===== src/rtl/dram_seq_pkg.sv =====
package dram_seq_pkg;

  localparam int unsigned MA_W = 12;
  localparam int unsigned HA_W = 2 * MA_W + 1;

  typedef enum logic [2:0] {
    PH_IDLE,
    PH_ROW,
    PH_COL,
    PH_HOLD,
    PH_PRE,
    PH_REF
  } phase_e;

  // geometry code -> row bit count (only code 2 is short by one)
  function automatic int unsigned geo_row_bits(input logic [1:0] g);
    return (g == 2'd2) ? MA_W - 1 : MA_W;
  endfunction

  // geometry code -> column bit count
  function automatic int unsigned geo_col_bits(input logic [1:0] g);
    int unsigned n;
    case (g)
      2'd0:    n = MA_W;
      2'd1:    n = MA_W - 2;
      default: n = MA_W - 1;
    endcase
    return n;
  endfunction

  // ones in the lowest n bits of an address-pin-wide word
  function automatic logic [MA_W-1:0] field_mask(input int unsigned n);
    logic [MA_W:0] m;
    m = ((MA_W+1)'(1) << n) - (MA_W+1)'(1);
    return m[MA_W-1:0];
  endfunction

endpackage


===== src/rtl/dram_addr_split.sv =====
module dram_addr_split
  import dram_seq_pkg::*;
(
  input  logic [HA_W-1:0] haddr,
  input  logic [1:0]      geo_sel,
  output logic [MA_W-1:0] row,
  output logic [MA_W-1:0] col,
  output logic            bank
);

  int unsigned      cb;
  int unsigned      rb;
  logic [HA_W-1:0]  sh_row;
  logic [HA_W-1:0]  sh_bank;

  always_comb begin
    cb      = geo_col_bits(geo_sel);
    rb      = geo_row_bits(geo_sel);
    col     = haddr[MA_W-1:0] & field_mask(cb);
    sh_row  = haddr >> cb;
    row     = sh_row[MA_W-1:0] & field_mask(rb);
    sh_bank = haddr >> (cb + rb);
    bank    = sh_bank[0];
  end

endmodule


===== src/rtl/dram_ras_decode.sv =====
module dram_ras_decode #(
  parameter int unsigned NRAS = 4
) (
  input  logic            acc_en,
  input  logic            ref_en,
  input  logic            bank,
  input  logic            pair_sel,
  output logic [NRAS-1:0] ras_n
);

  localparam int unsigned HALF = NRAS / 2;

  for (genvar gi = 0; gi < NRAS; gi++) begin : g_line
    // interleaved grouping: even lines bank 0, odd lines bank 1
    localparam bit OWN_IL = ((gi % 2) == 1);
    // blocked grouping: lower half bank 0, upper half bank 1
    localparam bit OWN_BL = ((gi / HALF) == 1);
    logic owner;
    assign owner     = pair_sel ? OWN_BL : OWN_IL;
    assign ras_n[gi] = ~(ref_en | (acc_en & (bank == owner)));
  end

endmodule


===== src/rtl/dram_refresh_unit.sv =====
module dram_refresh_unit
  import dram_seq_pkg::*;
#(
  parameter int unsigned RI_W = 16
) (
  input  logic            clk,
  input  logic            rst_n,
  input  logic [RI_W-1:0] interval,
  input  logic [1:0]      geo_sel,
  input  logic            ref_take,
  input  logic            ref_done,
  output logic            ref_pend,
  output logic [MA_W-1:0] ref_row
);

  logic [RI_W-1:0] tcnt;
  logic [MA_W-1:0] row_q;
  logic [MA_W-1:0] rmask;

  assign rmask   = field_mask(geo_row_bits(geo_sel));
  assign ref_row = row_q & rmask;

  always_ff @(posedge clk) begin
    if (!rst_n) begin
      tcnt     <= '0;
      ref_pend <= 1'b0;
      row_q    <= '0;
    end else begin
      if (interval == '0) begin
        tcnt     <= '0;
        ref_pend <= 1'b0;
      end else if (tcnt >= interval) begin
        tcnt     <= '0;
        ref_pend <= 1'b1;
      end else begin
        tcnt <= tcnt + 1'b1;
        if (ref_take) ref_pend <= 1'b0;
      end
      if (ref_done) row_q <= (row_q + 1'b1) & rmask;
    end
  end

  // a request stays pending until the sequencer takes it
  p_pend_sticky_r10: assert property (@(posedge clk) disable iff (!rst_n)
    (ref_pend && !ref_take && interval != '0) |=> ref_pend);

endmodule


===== src/rtl/dram_phase_fsm.sv =====
module dram_phase_fsm
  import dram_seq_pkg::*;
#(
  parameter int unsigned TW = 4
) (
  input  logic          clk,
  input  logic          rst_n,
  input  logic          req,
  input  logic          ref_pend,
  input  logic [TW-1:0] t_row,
  input  logic [TW-1:0] t_col,
  input  logic [TW-1:0] t_hold,
  input  logic [TW-1:0] t_pre,
  output phase_e        phase,
  output logic          ack,
  output logic          accept,
  output logic          ref_take,
  output logic          ref_done
);

  phase_e        nxt;
  logic [TW-1:0] cnt;
  logic [TW-1:0] dur;
  logic          last;

  always_comb begin
    case (phase)
      PH_ROW:  dur = t_row;
      PH_COL:  dur = t_col;
      PH_HOLD: dur = t_hold;
      PH_PRE:  dur = t_pre;
      PH_REF:  dur = t_row;
      default: dur = '0;
    endcase
    last     = (cnt == dur);
    accept   = (phase == PH_IDLE) && !ref_pend && req;
    ref_take = (phase == PH_IDLE) && ref_pend;
    ack      = (phase == PH_HOLD) && last;
    ref_done = (phase == PH_REF) && last;
    nxt      = phase;
    case (phase)
      PH_IDLE: if (ref_pend) nxt = PH_REF;
               else if (req) nxt = PH_ROW;
      PH_ROW:  if (last) nxt = PH_COL;
      PH_COL:  if (last) nxt = PH_HOLD;
      PH_HOLD: if (last) nxt = PH_PRE;
      PH_PRE:  if (last) nxt = PH_IDLE;
      PH_REF:  if (last) nxt = PH_PRE;
      default: nxt = PH_IDLE;
    endcase
  end

  always_ff @(posedge clk) begin
    if (!rst_n) begin
      phase <= PH_IDLE;
      cnt   <= '0;
    end else begin
      phase <= nxt;
      cnt   <= (nxt != phase || phase == PH_IDLE) ? '0 : cnt + 1'b1;
    end
  end

  // acknowledge is a single-cycle pulse
  p_ack_pulse_r3: assert property (@(posedge clk) disable iff (!rst_n)
    ack |=> !ack);

  // an idle sequencer with refresh pending goes to refresh next
  p_ref_wins_r10: assert property (@(posedge clk) disable iff (!rst_n)
    (phase == PH_IDLE && ref_pend) |=> (phase == PH_REF));

endmodule


===== src/rtl/dram_addr_seq.sv =====
module dram_addr_seq
  import dram_seq_pkg::*;
#(
  parameter int unsigned TW   = 4,
  parameter int unsigned RI_W = 16,
  parameter int unsigned NRAS = 4
) (
  input  logic            clk,
  input  logic            rst_n,
  input  logic            req,
  input  logic [HA_W-1:0] haddr,
  output logic            ack,
  input  logic [1:0]      geo_sel,
  input  logic            pair_sel,
  input  logic [TW-1:0]   t_row,
  input  logic [TW-1:0]   t_col,
  input  logic [TW-1:0]   t_hold,
  input  logic [TW-1:0]   t_pre,
  input  logic [RI_W-1:0] ref_interval,
  output logic [MA_W-1:0] ma,
  output logic [NRAS-1:0] ras_n,
  output logic            cas_n
);

  phase_e          phase;
  logic            accept;
  logic            ref_take;
  logic            ref_done;
  logic            ref_pend;
  logic [MA_W-1:0] ref_row;
  logic [MA_W-1:0] sp_row;
  logic [MA_W-1:0] sp_col;
  logic            sp_bank;
  logic [MA_W-1:0] row_q;
  logic [MA_W-1:0] col_q;
  logic            bank_q;
  logic            acc_en;
  logic            ref_en;

  dram_addr_split u_split (
    .haddr   (haddr),
    .geo_sel (geo_sel),
    .row     (sp_row),
    .col     (sp_col),
    .bank    (sp_bank)
  );

  dram_phase_fsm #(.TW(TW)) u_fsm (
    .clk      (clk),
    .rst_n    (rst_n),
    .req      (req),
    .ref_pend (ref_pend),
    .t_row    (t_row),
    .t_col    (t_col),
    .t_hold   (t_hold),
    .t_pre    (t_pre),
    .phase    (phase),
    .ack      (ack),
    .accept   (accept),
    .ref_take (ref_take),
    .ref_done (ref_done)
  );

  dram_refresh_unit #(.RI_W(RI_W)) u_ref (
    .clk      (clk),
    .rst_n    (rst_n),
    .interval (ref_interval),
    .geo_sel  (geo_sel),
    .ref_take (ref_take),
    .ref_done (ref_done),
    .ref_pend (ref_pend),
    .ref_row  (ref_row)
  );

  always_ff @(posedge clk) begin
    if (!rst_n) begin
      row_q  <= '0;
      col_q  <= '0;
      bank_q <= 1'b0;
    end else if (accept) begin
      row_q  <= sp_row;
      col_q  <= sp_col;
      bank_q <= sp_bank;
    end
  end

  assign acc_en = (phase == PH_ROW) || (phase == PH_COL) || (phase == PH_HOLD);
  assign ref_en = (phase == PH_REF);
  assign cas_n  = !((phase == PH_COL) || (phase == PH_HOLD));

  always_comb begin
    case (phase)
      PH_ROW:          ma = row_q;
      PH_COL, PH_HOLD: ma = col_q;
      PH_REF:          ma = ref_row;
      default:         ma = '0;
    endcase
  end

  dram_ras_decode #(.NRAS(NRAS)) u_ras (
    .acc_en   (acc_en),
    .ref_en   (ref_en),
    .bank     (bank_q),
    .pair_sel (pair_sel),
    .ras_n    (ras_n)
  );

  // CAS only falls while some RAS line is low
  p_cas_needs_ras_r3: assert property (@(posedge clk) disable iff (!rst_n)
    !cas_n |-> (ras_n != '1));

  // the cycle after the acknowledge releases every strobe
  p_pre_after_ack_r4: assert property (@(posedge clk) disable iff (!rst_n)
    ack |=> (ras_n == '1 && cas_n));

  // the active RAS pattern does not change until all lines release
  p_ras_hold_r6: assert property (@(posedge clk) disable iff (!rst_n)
    (ras_n != '1) |=> (ras_n == '1 || $stable(ras_n)));

  // a refresh cycle never drives CAS
  p_refresh_no_cas_r8: assert property (@(posedge clk) disable iff (!rst_n)
    (ras_n == '0) |-> cas_n);

  // the column stays put while CAS is low
  p_col_stable_r11: assert property (@(posedge clk) disable iff (!rst_n)
    !cas_n |=> (cas_n || $stable(ma)));

endmodule


===== config.mk =====
export PLATFORM = sky130hd
export DESIGN_NAME = dram_addr_seq
export DESIGN_NICKNAME = d
export VERILOG_FILES = /design/src/rtl/dram_seq_pkg.sv /design/src/rtl/dram_addr_split.sv /design/src/rtl/dram_ras_decode.sv /design/src/rtl/dram_refresh_unit.sv /design/src/rtl/dram_phase_fsm.sv /design/src/rtl/dram_addr_seq.sv
export SDC_FILE = /design/constraint.sdc
export NUM_CORES = 1
export LEC_CHECK = 0
export ABC_AREA = 1
export CORE_ASPECT_RATIO = 1.75
export CORE_MARGIN = 3
export CORE_UTILIZATION = 25
export CTS_CLUSTER_SIZE = 28
export DETAILED_ROUTE_END_ITERATION = 10
export DONT_BUFFER_PORTS = 1
export SETUP_SLACK_MARGIN = 0.4
export SYNTH_ARGS = -nofsm -noshare
export SYNTH_HDL_FRONTEND = slang
export SYNTH_HIERARCHICAL = 1
export SYNTH_SLANG_ARGS = --single-unit

===== constraint.sdc =====
create_clock -name clk -period 2.3 [get_ports clk]
set_input_delay 0.115 -clock clk [delete_from_list [all_inputs] [get_ports clk]]
set_output_delay 0.115 -clock clk [all_outputs]
set_load 0.005 [all_outputs]

==> flow_metrics.py <==
metrics = {
    "cts": {
        "clk_pin_slew_worst_paths_ns": 0.05,
        "cts_tree": "done",
        "htree_levels": 3,
        "numCtsBuffers": 9,
        "clk_latency_ns": 0.33,
        "clock_sinks": 61,
        "clock_path_buffers": 2,
        "root_buffer": "clkbuf_16",
    },
    "floorplanning": {
        "rows": 62,
        "core_um2": 16520,
        "die_area_um2": 18620,
        "fp.dieW_um": 104.5,
        "initial_utilization_pct": 25.66,
        "ios": 81,
        "die_h_um": 178.3,
    },
    "cells_and_area": {
        "area_growth_pct": 23.75,
        "fillers": 1783,
        "final_cells": 887,
        "seq_area_um2": 1232,
        "drive_gt1_share_pct": 19.00,
        "finalNetCount": 740,
        "diodes": 0,
        "multi_input_area_um2": 2604,
        "fin_area_um2": 5248,
    },
    "global_route": {
        "overflow": 0,
        "grt_pass1_vias": 4022,
        "grt_usage_pct": 13.06,
        "grt_max_degree": 36,
        "antenna_found_initial": 0,
        "grt_pass1_wl_um": 19490,
    },
    "place": {
        "globalplace.congestion": 0.7987,
        "post-place-ws_ns": -0.02076,
        "place_hpwl_um": 9248,
        "placedCellCount": 841,
        "placed_cell_area_um2": 4384,
        "port_buffers": 0,
    },
    "setup_path": {
        "startpoint_type": "flip-flop",
        "crit_end": "u_ref/row_q[11]",
        "crit_fanout": 5,
        "reg2reg_depth": 15,
        "worst_setup_path_end_kind": "flip-flop",
        "crit-reg2reg-launch": "u_fsm/phase[1]",
        "cp.arrival_ns": 2.39,
        "crit_required_ns": 2.52,
        "startpoint": "u_fsm/phase[1]",
        "crit_type": "reg -> reg",
        "r2r_end": "u_ref/row_q[11]",
        "rrSetupSlack_ns": 0.13,
    },
    "synth": {
        "synth.most_common_cell": "nand2_1",
        "yosys_warnings": 6,
        "yosysUniqueCellTypes": 36,
        "yosysTopAreaCell": "dfxtp_1",
        "ys_seq_area_share_pct": 28.80,
        "synthCells": 643,
        "synth_flop_cell": "dfxtp_1",
        "avgSynthCellArea_um2": 6.595,
        "synth_edf_count": 0,
        "synth_top_area_share_pct": 28.80,
        "syn-num-nets": 725,
        "synthTopCellsByArea": "dfxtp_1 (29%), nand2_1 (12%), nor2_1 (9.0%)",
        "ys_ff_latch": 61,
        "synth_commonest_cells": "nand2_1 (133), nor2_1 (102), dfxtp_1 (61)",
        "async_flop_share_pct": 0,
        "syn_area_um2": 4240,
    },
    "power": {
        "ir_worst_vdd_v": 0.0004799,
        "p_leak_nw": 2.273,
        "finalPower_w": 0.005291,
        "p_per_area_nw_per_um2": 1008,
    },
    "detailed_routing": {
        "route.detailed.drc": 0,
        "final_antenna_net_count": 0,
        "drt-total-wl_um": 12200,
        "wl_per_cell_um": 13.76,
        "vias": 4115,
        "drtIter0Drc": 164,
        "vias_per_cell": 4.639,
        "drtPass1Iterations": 4,
    },
    "timing": {
        "fin_crit_ns": 2.171,
        "fin_setup_tns_ns": 0,
        "worst_pin_slew_ns": 0.4172,
        "hold_viol": 0,
        "slew_viol_final": 0,
        "rsz0062_at_grt": "yes",
        "fmax_mhz": 460.7,
        "post-route-period-util_pct": 94.38,
        "slew_headroom_pct": 71.90,
        "final-setup-viol-count": 0,
        "setup_ws_ns": 0.1293,
        "fin_worst_skew_ns": 0.003046,
    },
    "job": {
        "drv_cap": 0,
    },
    "worst_hold_path": {
        "holdCritPathClass": "in -> reg",
        "min-delay-start": "haddr[11]",
    },
    "status": {
        "run_status": "finished clean",
    },
}
==> metrics by stage <==
step                util, %  hold slack, ns
floorplan                 -          0.2126
CTS                   30.37         0.03355
global placement      26.53          0.2314
global route          31.76         0.07028
finish                31.76         0.04279
detailed placement    26.53          0.2305
==> metal layers <==
layer	track usage (%)	routed length, um	vias to the layer above
met3	3.368	542	19
li1	-	-	2101
met1	12.84	4542	1899
met2	25.70	6833	96
met4	5.047	283	0
met5	0	0	-
==> worst max-delay path: stages (launching register included) <==
cell and delay, ns:
dfxtp_4 0.42, buf_6 0.14, nand3_2 0.08, nor2_1 0.15, nor2_2 0.05, nand3_2 0.06, nand2_2 0.07, nor2_4 0.12
nand2_4 0.05, nor3_2 0.09, buf_4 0.16, nand2_4 0.05, nor3_4 0.26, nand4_1 0.15, o21ai_1 0.14, nor2_1 0.05
==> flip-flops by register name (all words and copies together), names as in the netlist <==
signal / cells
bank_q: 1
col_q: 12
row_q: 12
u_fsm/cnt: 4
u_fsm/phase: 3
u_ref/ref_pend: 1
u_ref/row_q: 12
u_ref/tcnt: 16
==> worst min path at each step <==
stage / cells past startpoint / slack [ns] / end
after floorplan: 2 / 0.21 / u_fsm/phase[0]
after global placement: 2 / 0.23 / u_fsm/phase[0]
after detailed placement: 2 / 0.23 / u_fsm/phase[0]
after CTS: 4 / 0.03 / col_q[11]
after global routing: 4 / 0.07 / col_q[11]
final: 4 / 0.04 / col_q[11]
==> placed cells by master, fill, tap and decap left out, types with 5 or more instances in the layout <==
master         instances
a21oi_1               18
buf_4                 25
buf_6                  8
clkbuf_16             10
dfxtp_1               58
dlygate4sd3_1         11
ha_1                  19
inv_1                 57
inv_2                 12
nand2_1              120
nand2_2               12
nand3_1               50
nand3_2                6
nand4_1               39
nor2_1                98
nor2_4                10
nor3_1                 8
nor3_2                 5
o21ai_0               29
xnor2_1                5
xor2_1                12
==> timing repair <==
item                                    in CTS  in global routing
pin swaps                                   15                 20
hold buffers                                12                  0
gates resized for setup                     29                 29
gates cloned                                 0                  1
hold endpoints to repair                    37                  0
buffers inserted                             6                 11
endpoints found under the setup margin      58                 63
==> area by class of cell <==
| class | instances | share of cell area [%] |
|---|---|---|
| tap | 224 | 5.341 |
| clock inverter | 6 | 2.098 |
| multi-input combinational | 461 | 49.62 |
| clock buffer | 10 | 4.554 |
| inverter | 77 | 5.889 |
| timing repair buffer | 48 | 9.013 |
| sequential | 61 | 23.49 |
==> power by group <==
part	total, W	switching [W]	internal, W	leakage, nW
Sequential	0.00141	0.000159	0.00125	0.500
Clock	0.00158	0.000491	0.00108	0.165
Combinational	0.00230	0.00133	0.000971	1.61
==> cell families after synthesis <==
logic type	Yosys count	share of synthesized area (%)
buf+inv	121	14.02
fa+ha+maj	19	5.606
xor+xnor	17	3.511
simple gates	363	40.04
compound gates	62	8.026
flops	61	28.80
No activity file was read; power rests on OpenSTA's default activity.
